$ cat config.mk
export PLATFORM = sky130hd
export DESIGN_NAME = hotswap_seq_ctrl
export DESIGN_NICKNAME = d
export VERILOG_FILES = /design/src/rtl/hsw_pkg.sv /design/src/rtl/hsw_sync.sv /design/src/rtl/hsw_supply_mon.sv /design/src/rtl/hsw_fsm.sv /design/src/rtl/hotswap_seq_ctrl.sv
export SDC_FILE = /design/constraint.sdc
export NUM_CORES = 1
export LEC_CHECK = 0
export ABC_AREA = 1
export BUFFER_PORTS_ARGS = -buffer_cell sky130_fd_sc_hd__buf_2
export CAP_MARGIN = 20
export CORE_AREA = 8 8 45 47
export CTS_CLUSTER_DIAMETER = 60
export DETAILED_ROUTE_END_ITERATION = 6
export DIE_AREA = 0 0 53 55
export PLACE_DENSITY_LB_ADDON = 0.25
export SETUP_SLACK_MARGIN = 0.3
export SLEW_MARGIN = 20
export SYNTH_ARGS = -nofsm -noshare
export SYNTH_HDL_FRONTEND = slang
export SYNTH_SLANG_ARGS = --single-unit
$ cat constraint.sdc
create_clock -name clk -period 1.38 [get_ports clk]
set_input_delay 0.276 -clock clk [delete_from_list [all_inputs] [get_ports clk]]
set_output_delay 0.276 -clock clk [all_outputs]
set_load 0.01 [all_outputs]
$ cat src/rtl/hsw_pkg.sv
package hsw_pkg;

    typedef enum logic [2:0] {
        ST_OFF         = 3'd0,
        ST_WAIT_INSERT = 3'd1,
        ST_RAMP        = 3'd2,
        ST_ON          = 3'd3,
        ST_FAULT       = 3'd4
    } hsw_state_e;

endpackage

$ cat src/rtl/hsw_sync.sv
// Multi-bit, multi-stage synchronizer with per-bit reset values.
module hsw_sync #(
    parameter int          WIDTH   = 3,
    parameter int          STAGES  = 2,
    parameter logic [WIDTH-1:0] RST_VAL = '0
) (
    input  logic             clk,
    input  logic             rst_n,
    input  logic [WIDTH-1:0] d_in,
    output logic [WIDTH-1:0] q_out
);

    logic [WIDTH-1:0] stage_q [STAGES];

    generate
        for (genvar s = 0; s < STAGES; s++) begin : g_stage
            if (s == 0) begin : g_first
                always_ff @(posedge clk or negedge rst_n) begin
                    if (!rst_n) stage_q[s] <= RST_VAL;
                    else        stage_q[s] <= d_in;
                end
            end else begin : g_next
                always_ff @(posedge clk or negedge rst_n) begin
                    if (!rst_n) stage_q[s] <= RST_VAL;
                    else        stage_q[s] <= stage_q[s-1];
                end
            end
        end
    endgenerate

    assign q_out = stage_q[STAGES-1];

endmodule

$ cat src/rtl/hsw_supply_mon.sv
// Picks the monitored supply set from the static strap and reduces the flags.
module hsw_supply_mon #(
    parameter int                 NUM_SUP  = 2,
    parameter logic [NUM_SUP-1:0] MASK_MIX = '1,
    parameter logic [NUM_SUP-1:0] MASK_LOW = NUM_SUP'(1)
) (
    input  logic [NUM_SUP-1:0] sup_ok,
    input  logic               sup_sel,
    output logic               all_good
);

    logic [NUM_SUP-1:0] mask;
    logic [NUM_SUP-1:0] covered;

    always_comb begin
        mask     = sup_sel ? MASK_LOW : MASK_MIX;
        covered  = sup_ok | ~mask;
        all_good = &covered;
    end

endmodule

$ cat src/rtl/hsw_fsm.sv
// Power sequencing state machine with breaker latch.
module hsw_fsm
    import hsw_pkg::*;
(
    input  logic       clk,
    input  logic       rst_n,
    input  logic       en_s,
    input  logic       sel_a_s,
    input  logic       sel_b_s,
    input  logic       supply_good,
    input  logic       oc_trip,
    output hsw_state_e state_q,
    output logic       gate_en,
    output logic       fault_n,
    output logic       rst_req
);

    hsw_state_e state_d;
    logic       fault_q;
    logic       fault_d;
    logic       inserted;

    assign inserted = !sel_a_s && !sel_b_s;

    // Next-state logic
    always_comb begin
        state_d = state_q;
        unique case (state_q)
            ST_OFF: begin
                if (en_s) state_d = ST_WAIT_INSERT;
            end
            ST_WAIT_INSERT: begin
                if (!en_s)         state_d = ST_OFF;
                else if (inserted) state_d = ST_RAMP;
            end
            ST_RAMP: begin
                if (!en_s)            state_d = ST_OFF;
                else if (!inserted)   state_d = ST_OFF;
                else if (oc_trip)     state_d = ST_FAULT;
                else if (supply_good) state_d = ST_ON;
            end
            ST_ON: begin
                if (!en_s)          state_d = ST_OFF;
                else if (!inserted) state_d = ST_OFF;
                else if (oc_trip)   state_d = ST_FAULT;
            end
            ST_FAULT: begin
                if (!en_s) state_d = ST_OFF;
            end
            default: state_d = ST_OFF;
        endcase
        // Fault is set on entering FAULT and held until the gates reopen.
        fault_d = (state_d == ST_FAULT) || (fault_q && (state_d != ST_RAMP));
    end

    // State register
    always_ff @(posedge clk or negedge rst_n) begin
        if (!rst_n) begin
            state_q <= ST_OFF;
            fault_q <= 1'b0;
        end else begin
            state_q <= state_d;
            fault_q <= fault_d;
        end
    end

    // Output decode
    always_comb begin
        gate_en = (state_q == ST_RAMP) || (state_q == ST_ON);
        rst_req = (state_q == ST_OFF);
        fault_n = !fault_q;
    end

endmodule

$ cat src/rtl/hotswap_seq_ctrl.sv
module hotswap_seq_ctrl
    import hsw_pkg::*;
#(
    parameter int NUM_SUP     = 2,
    parameter int SYNC_STAGES = 2
) (
    input  logic               clk,
    input  logic               rst_n,
    input  logic               brd_sel_a_n,
    input  logic               brd_sel_b_n,
    input  logic               host_en,
    input  logic               sup_sel,
    input  logic [NUM_SUP-1:0] sup_ok,
    input  logic               oc_trip,
    output logic               gate_en,
    output logic               drv_on_n,
    output logic               fault_n,
    output logic               healthy_n,
    output logic               rst_req
);

    localparam int SYNC_W = 3;

    logic [SYNC_W-1:0] raw_in;
    logic [SYNC_W-1:0] sync_out;
    logic              en_s;
    logic              sel_a_s;
    logic              sel_b_s;
    logic              supply_good;
    hsw_state_e        state_q;

    assign raw_in = {host_en, brd_sel_b_n, brd_sel_a_n};

    // Insertion inputs reset to "removed", enable resets to "off".
    hsw_sync #(
        .WIDTH   (SYNC_W),
        .STAGES  (SYNC_STAGES),
        .RST_VAL (3'b011)
    ) u_sync (
        .clk   (clk),
        .rst_n (rst_n),
        .d_in  (raw_in),
        .q_out (sync_out)
    );

    assign sel_a_s = sync_out[0];
    assign sel_b_s = sync_out[1];
    assign en_s    = sync_out[2];

    hsw_supply_mon #(
        .NUM_SUP (NUM_SUP)
    ) u_mon (
        .sup_ok   (sup_ok),
        .sup_sel  (sup_sel),
        .all_good (supply_good)
    );

    hsw_fsm u_fsm (
        .clk         (clk),
        .rst_n       (rst_n),
        .en_s        (en_s),
        .sel_a_s     (sel_a_s),
        .sel_b_s     (sel_b_s),
        .supply_good (supply_good),
        .oc_trip     (oc_trip),
        .state_q     (state_q),
        .gate_en     (gate_en),
        .fault_n     (fault_n),
        .rst_req     (rst_req)
    );

    assign drv_on_n  = !gate_en;
    assign healthy_n = !supply_good;

endmodule

# == Word-level counts from Yosys, hierarchy flattened ==
# Cells that the tools add are included.
# word_totals
register_bits,10
elab_cells,36
# classes
bitwise,2
n_mux,13
n_eq_ne,6
n_reduce_logical,11
# op_table
cell,count
$mux 3,11
$pmux 3 s5,1
$eq 3x2->1 const B,2
$eq 3x3->1 const B,2
$logic_not 1->1,5
$eq 3x1->1 const B,1
$logic_not 3->1,1
$ne 3x2->1 const B,1
$logic_and 1x1->1,2
$logic_or 1x1->1,2
$mux 2,1
$not 2->2,1
$or 2x2->2,1
$reduce_and 2->1,1

# == Logic depth before layout (Yosys ltp) ==
# depth
ltp_word,12
mapped_depth,8
ltp_nobuf,8

# == By module ==
# From an unflattened synthesis, not the netlist that was laid out.
# unflattened
hier_cells,61
area_unflattened_um2,491.7
# by_module_without_submodules
mod,area_each_um2,n_inst,cells_per_inst
hsw_fsm,295.3,1,47
hsw_sync,177.7,1,9
hsw_supply_mon,11.3,1,3
hotswap_seq_ctrl,7.5,1,2

# == Worst setup path after synthesis ==
# Ideal clock, no wire load.
# synth_path
path_type,register to register
start,register u_fsm.state_q[2]
end,register u_fsm.fault_q
period_less_slack_ns,1.082
t_required_ns,1.259
setup_ns,0.121
t_arrival_ns,0.961
path_stages_with_launch,7
slack_ns,0.298
path_cell_list,dfrtp_1 -> nor2_4 -> nand3_1 -> nand2_1 -> nand2_1 -> o21bai_1 -> nand2_1
# synth_between
elab_chain_len,8
# synth_rtl
item,line,rtl
start: declaration,hsw_fsm.sv:12,"output hsw_state_e state_q,"
start signal: assignment,hsw_fsm.sv:62,state_q <= state_d;
$mux 3,hsw_fsm.sv:40,else if (supply_good) state_d = ST_ON;
$mux 3,hsw_fsm.sv:39,else if (oc_trip) state_d = ST_FAULT;
$mux 3,hsw_fsm.sv:38,else if (!inserted) state_d = ST_OFF;
$mux 3,hsw_fsm.sv:37,if (!en_s) state_d = ST_OFF;
$pmux 3 s5 (*),hsw_fsm.sv:28,unique case (state_q)
$ne 3x2->1,hsw_fsm.sv:53,fault_d = (state_d == ST_FAULT) || (fault_q && (state_d != ST_RAMP));
$logic_and 1x1->1,hsw_fsm.sv:53,
$logic_or 1x1->1 (*),hsw_fsm.sv:53,
net u_fsm.fault_d,hsw_fsm.sv:20,logic fault_d;
end signal: assignment,hsw_fsm.sv:63,fault_q <= fault_d;
end: declaration,hsw_fsm.sv:19,logic fault_q;
# The timed path passes the listed nets; every way through them passes the cells marked *.

# == Final worst setup path ==
# layout_path
start,register u_fsm.state_q[1]
end,output rst_req
# layout_between
elab_chain_len,1
# layout_rtl
item,line,rtl
$logic_not 3->1,hsw_fsm.sv:70,rst_req = (state_q == ST_OFF);
end: declaration,hotswap_seq_ctrl.sv:19,output logic rst_req
# Every way passes these cells.

==> impl_results.md <==
* CTS Buffer Depth at 2
* Setup Viol. Count Final at 0
* Hold WC Path Type: input pin to flop
* Global-route wire length before repair at 1.393 mm
* Final core utilization at 43.58%
* Syn-to-layout area delta at 40.94%
* Pleak at 0.3029 nW
* Fin. Hold Viols at 0
* Mapped Area at 427.9 um2
* NetSw at 0.0001596 W
* Seq pwr share at 47.5%
* Rows at 14
* Worst Path Arrival at 1.03 ns
* Gr ovfl total at 0
* Max_slew headroom at 84.39%
* Average cell area after synthesis at 9.725 um2
* Max-slew violations at 0
* Die Y at 55 um
* Crit path max fanout at 4
* Cell area power density at 1146 mW/mm2
* Clk sink count at 10
* GRT Resource Usage Total at 6.556%
* Root buf cell: clkbuf_4
* Hold Path Depth at 1
* Core Footprint at 0.001384 mm2
* TritonCTS clock tree: yes
* Synth cell types at 14
* HPWL after DPL at 608 um
* Logic pwr share at 15.4%
* Status: complete, no violations
* Port bufs at 13
* Reg2reg start: u_fsm.state_q[1]
* Worst reg2reg path endpoint: u_fsm.fault_q
* CTS Buf Count at 3
* Routed Antenna Nets at 0
* Die span in x at 53 um
* Max Freq at 765.3 MHz
* Avg WL per Cell at 10.09 um
* Final net count at 76
* CP required at 1.10 ns
* RSZ-0062 raised after global routing: true
* Antenna Cells at 0
* DR pass1 iterations at 4
* Worst hold start: brd_sel_a_n
* Starting Density at 30.92%
* Total internal power at 0.0005317 W
* Clock group share of total power at 37.2%
* Nature of the critical path endpoint: output port
* Largest net degree at the start of global routing at 11
* CTS H-tree depth at 1
* Worst-skew pair later-pin latency at 0.26 ns
* Number of antenna violations at the first check in global routing at 0
* Ys Warns at 0
* DRC Markers at 0
* Peak supply drop at 0.0006343 V
* CTS clk-pin slew, worst paths at 0.06 ns
* Synth Register Bits at 10
* Seq/Total Area, Yosys at 59.65%
* DRC marker count from the first detailed-route iteration at 4
* Net count after synthesis at 53
* Hold endpoint: u_sync.stage_q[3]
* Via count at 341
* Total of max-cap violations at 0
* Hold WS at 0.1113 ns
* Reg2Reg Depth at 7
* FF-to-FF setup slack at 0.13 ns
* Switching part of the total at 23.09%
* Crit start category: flop
* Vias per cell at 4.159
* Share of layout cells above drive strength 1 at 48.48%
* DIE AREA at 0.002915 mm2
* Routed wire length at 827 um
* GPL Wtd Cong at 0.6964
* Syn Inst Count at 44
* Clock period minus final worst setup slack at 1.307 ns
* Slew @ Worst Pin at 0.2317 ns
* Critical path class: flop to output port
* Number of global-route vias before repair at 361
* Top-Level Pins at 14
* Post-route clock period utilization at 94.69%
* Clock skew at 0.001534 ns
==> stage by stage <==
step	instances	TNS [ns]	total power (W)	instance area, um2	setup slack [ns]
after floorplan	44	0	0.0003760	427.9	0.3153
after global placement	73	0	0.0004141	513.0	0.2243
after detailed placement	73	0	0.0004150	513.0	0.2102
after CTS	82	0	0.0006880	596.8	0.06607
after global routing	82	-0.03388	0.0007311	603.1	-0.03388
final	82	0	0.0006914	603.1	0.07331
==> repair_timing <==
item | in CTS | in global routing
gates resized for setup | 2 | 3
setup endpoints to repair | 5 | 8
hold buffers | 1 | 0
endpoints found under the hold margin | 6 | 0
setup buffers | 4 | 0
pin swaps | 6 | 1
==> power groups by stage <==
stage / clock network, W / registers, W / logic (W)
finish: 0.000257 / 0.000328 / 0.000106
global route: 0.000281 / 0.000330 / 0.000120
CTS: 0.000266 / 0.000327 / 0.0000947
detailed placement: 0 / 0.000332 / 0.0000833
global placement: 0 / 0.000331 / 0.0000829
floorplan: 0 / 0.000330 / 0.0000461
==> how the worst max path moves through the flow <==
stage / startpoint / to / slack [ns] / cells after the start
CTS: u_fsm.state_q[1] / rst_req / 0.07 / 4
detailed placement: u_fsm.state_q[1] / u_fsm.fault_q / 0.21 / 6
global placement: u_fsm.state_q[1] / u_fsm.fault_q / 0.22 / 6
floorplan: u_fsm.state_q[1] / u_fsm.fault_q / 0.32 / 7
finish: u_fsm.state_q[1] / rst_req / 0.07 / 4
global route: u_fsm.state_q[1] / rst_req / -0.03 / 4
==> flip-flops by register name (all words and copies together), names as in the netlist <==
name and flops:
u_fsm.state_q 3, u_fsm.fault_q 1, u_sync.q_out 3, u_sync.stage_q 3
==> kinds of logic after synthesis <==
logic type             share of synthesized area, %
AO/OA/AOI/OAI                                 10.82
buffers and inverters                         8.773
flip-flops                                    59.65
AND/OR/NAND/NOR                               20.76
==> final cells by class <==
| class | instances | area, um2 |
|---|---|---|
| Sequential cell | 10 | 256.5 |
| Fill cell | 141 | 780.7 |
| Multi-Input combinational cell | 24 | 135.1 |
| Clock buffer | 4 | 36.28 |
| Inverter | 10 | 37.54 |
| Timing Repair Buffer | 18 | 117.6 |
| Tap cell | 16 | 20.02 |
==> layout by cell type, fill, tap and decap left out, drive strengths merged, types with 2 or more instances in the layout <==
cell type  instances
a21boi             2
buf               17
clkbuf             4
dfrtp              6
dfstp              4
inv               10
nand2              8
nand3              3
nor2               7
o21ai              2
==> worst max-delay path, cell delays in order, from the launching register on <==
cell	delay [ns]
dfrtp_1	0.41
nor2_1	0.10
inv_1	0.06
nor2_1	0.07
buf_2	0.13
==> routing by layer <==
| metal | wire length, um | track usage [%] | vias to the layer above |
|---|---|---|---|
| li1 | - | - | 179 |
| met1 | 366 | 6.998 | 145 |
| met2 | 327 | 10.35 | 15 |
| met3 | 123 | 2.406 | 2 |
| met4 | 9 | 5.172 | 0 |
| met5 | 0 | 0 | - |
==> cell usage after synthesis <==
cell type | number | area, um2
nor2_4 | 2 | 22.52
a21boi_2 | 1 | 11.26
dfrtp_1 | 6 | 150.1
o21bai_1 | 1 | 7.510
o21ai_2 | 1 | 8.760
nand3_1 | 3 | 15.01
dfstp_2 | 4 | 105.1
o21ai_0 | 1 | 5.000
nand2_1 | 8 | 30.03
a21boi_0 | 1 | 7.510
nor2_1 | 4 | 15.01
a31oi_1 | 1 | 6.260
nor2_2 | 1 | 6.260
inv_1 | 10 | 37.54
(Power assumes the default switching activity.)
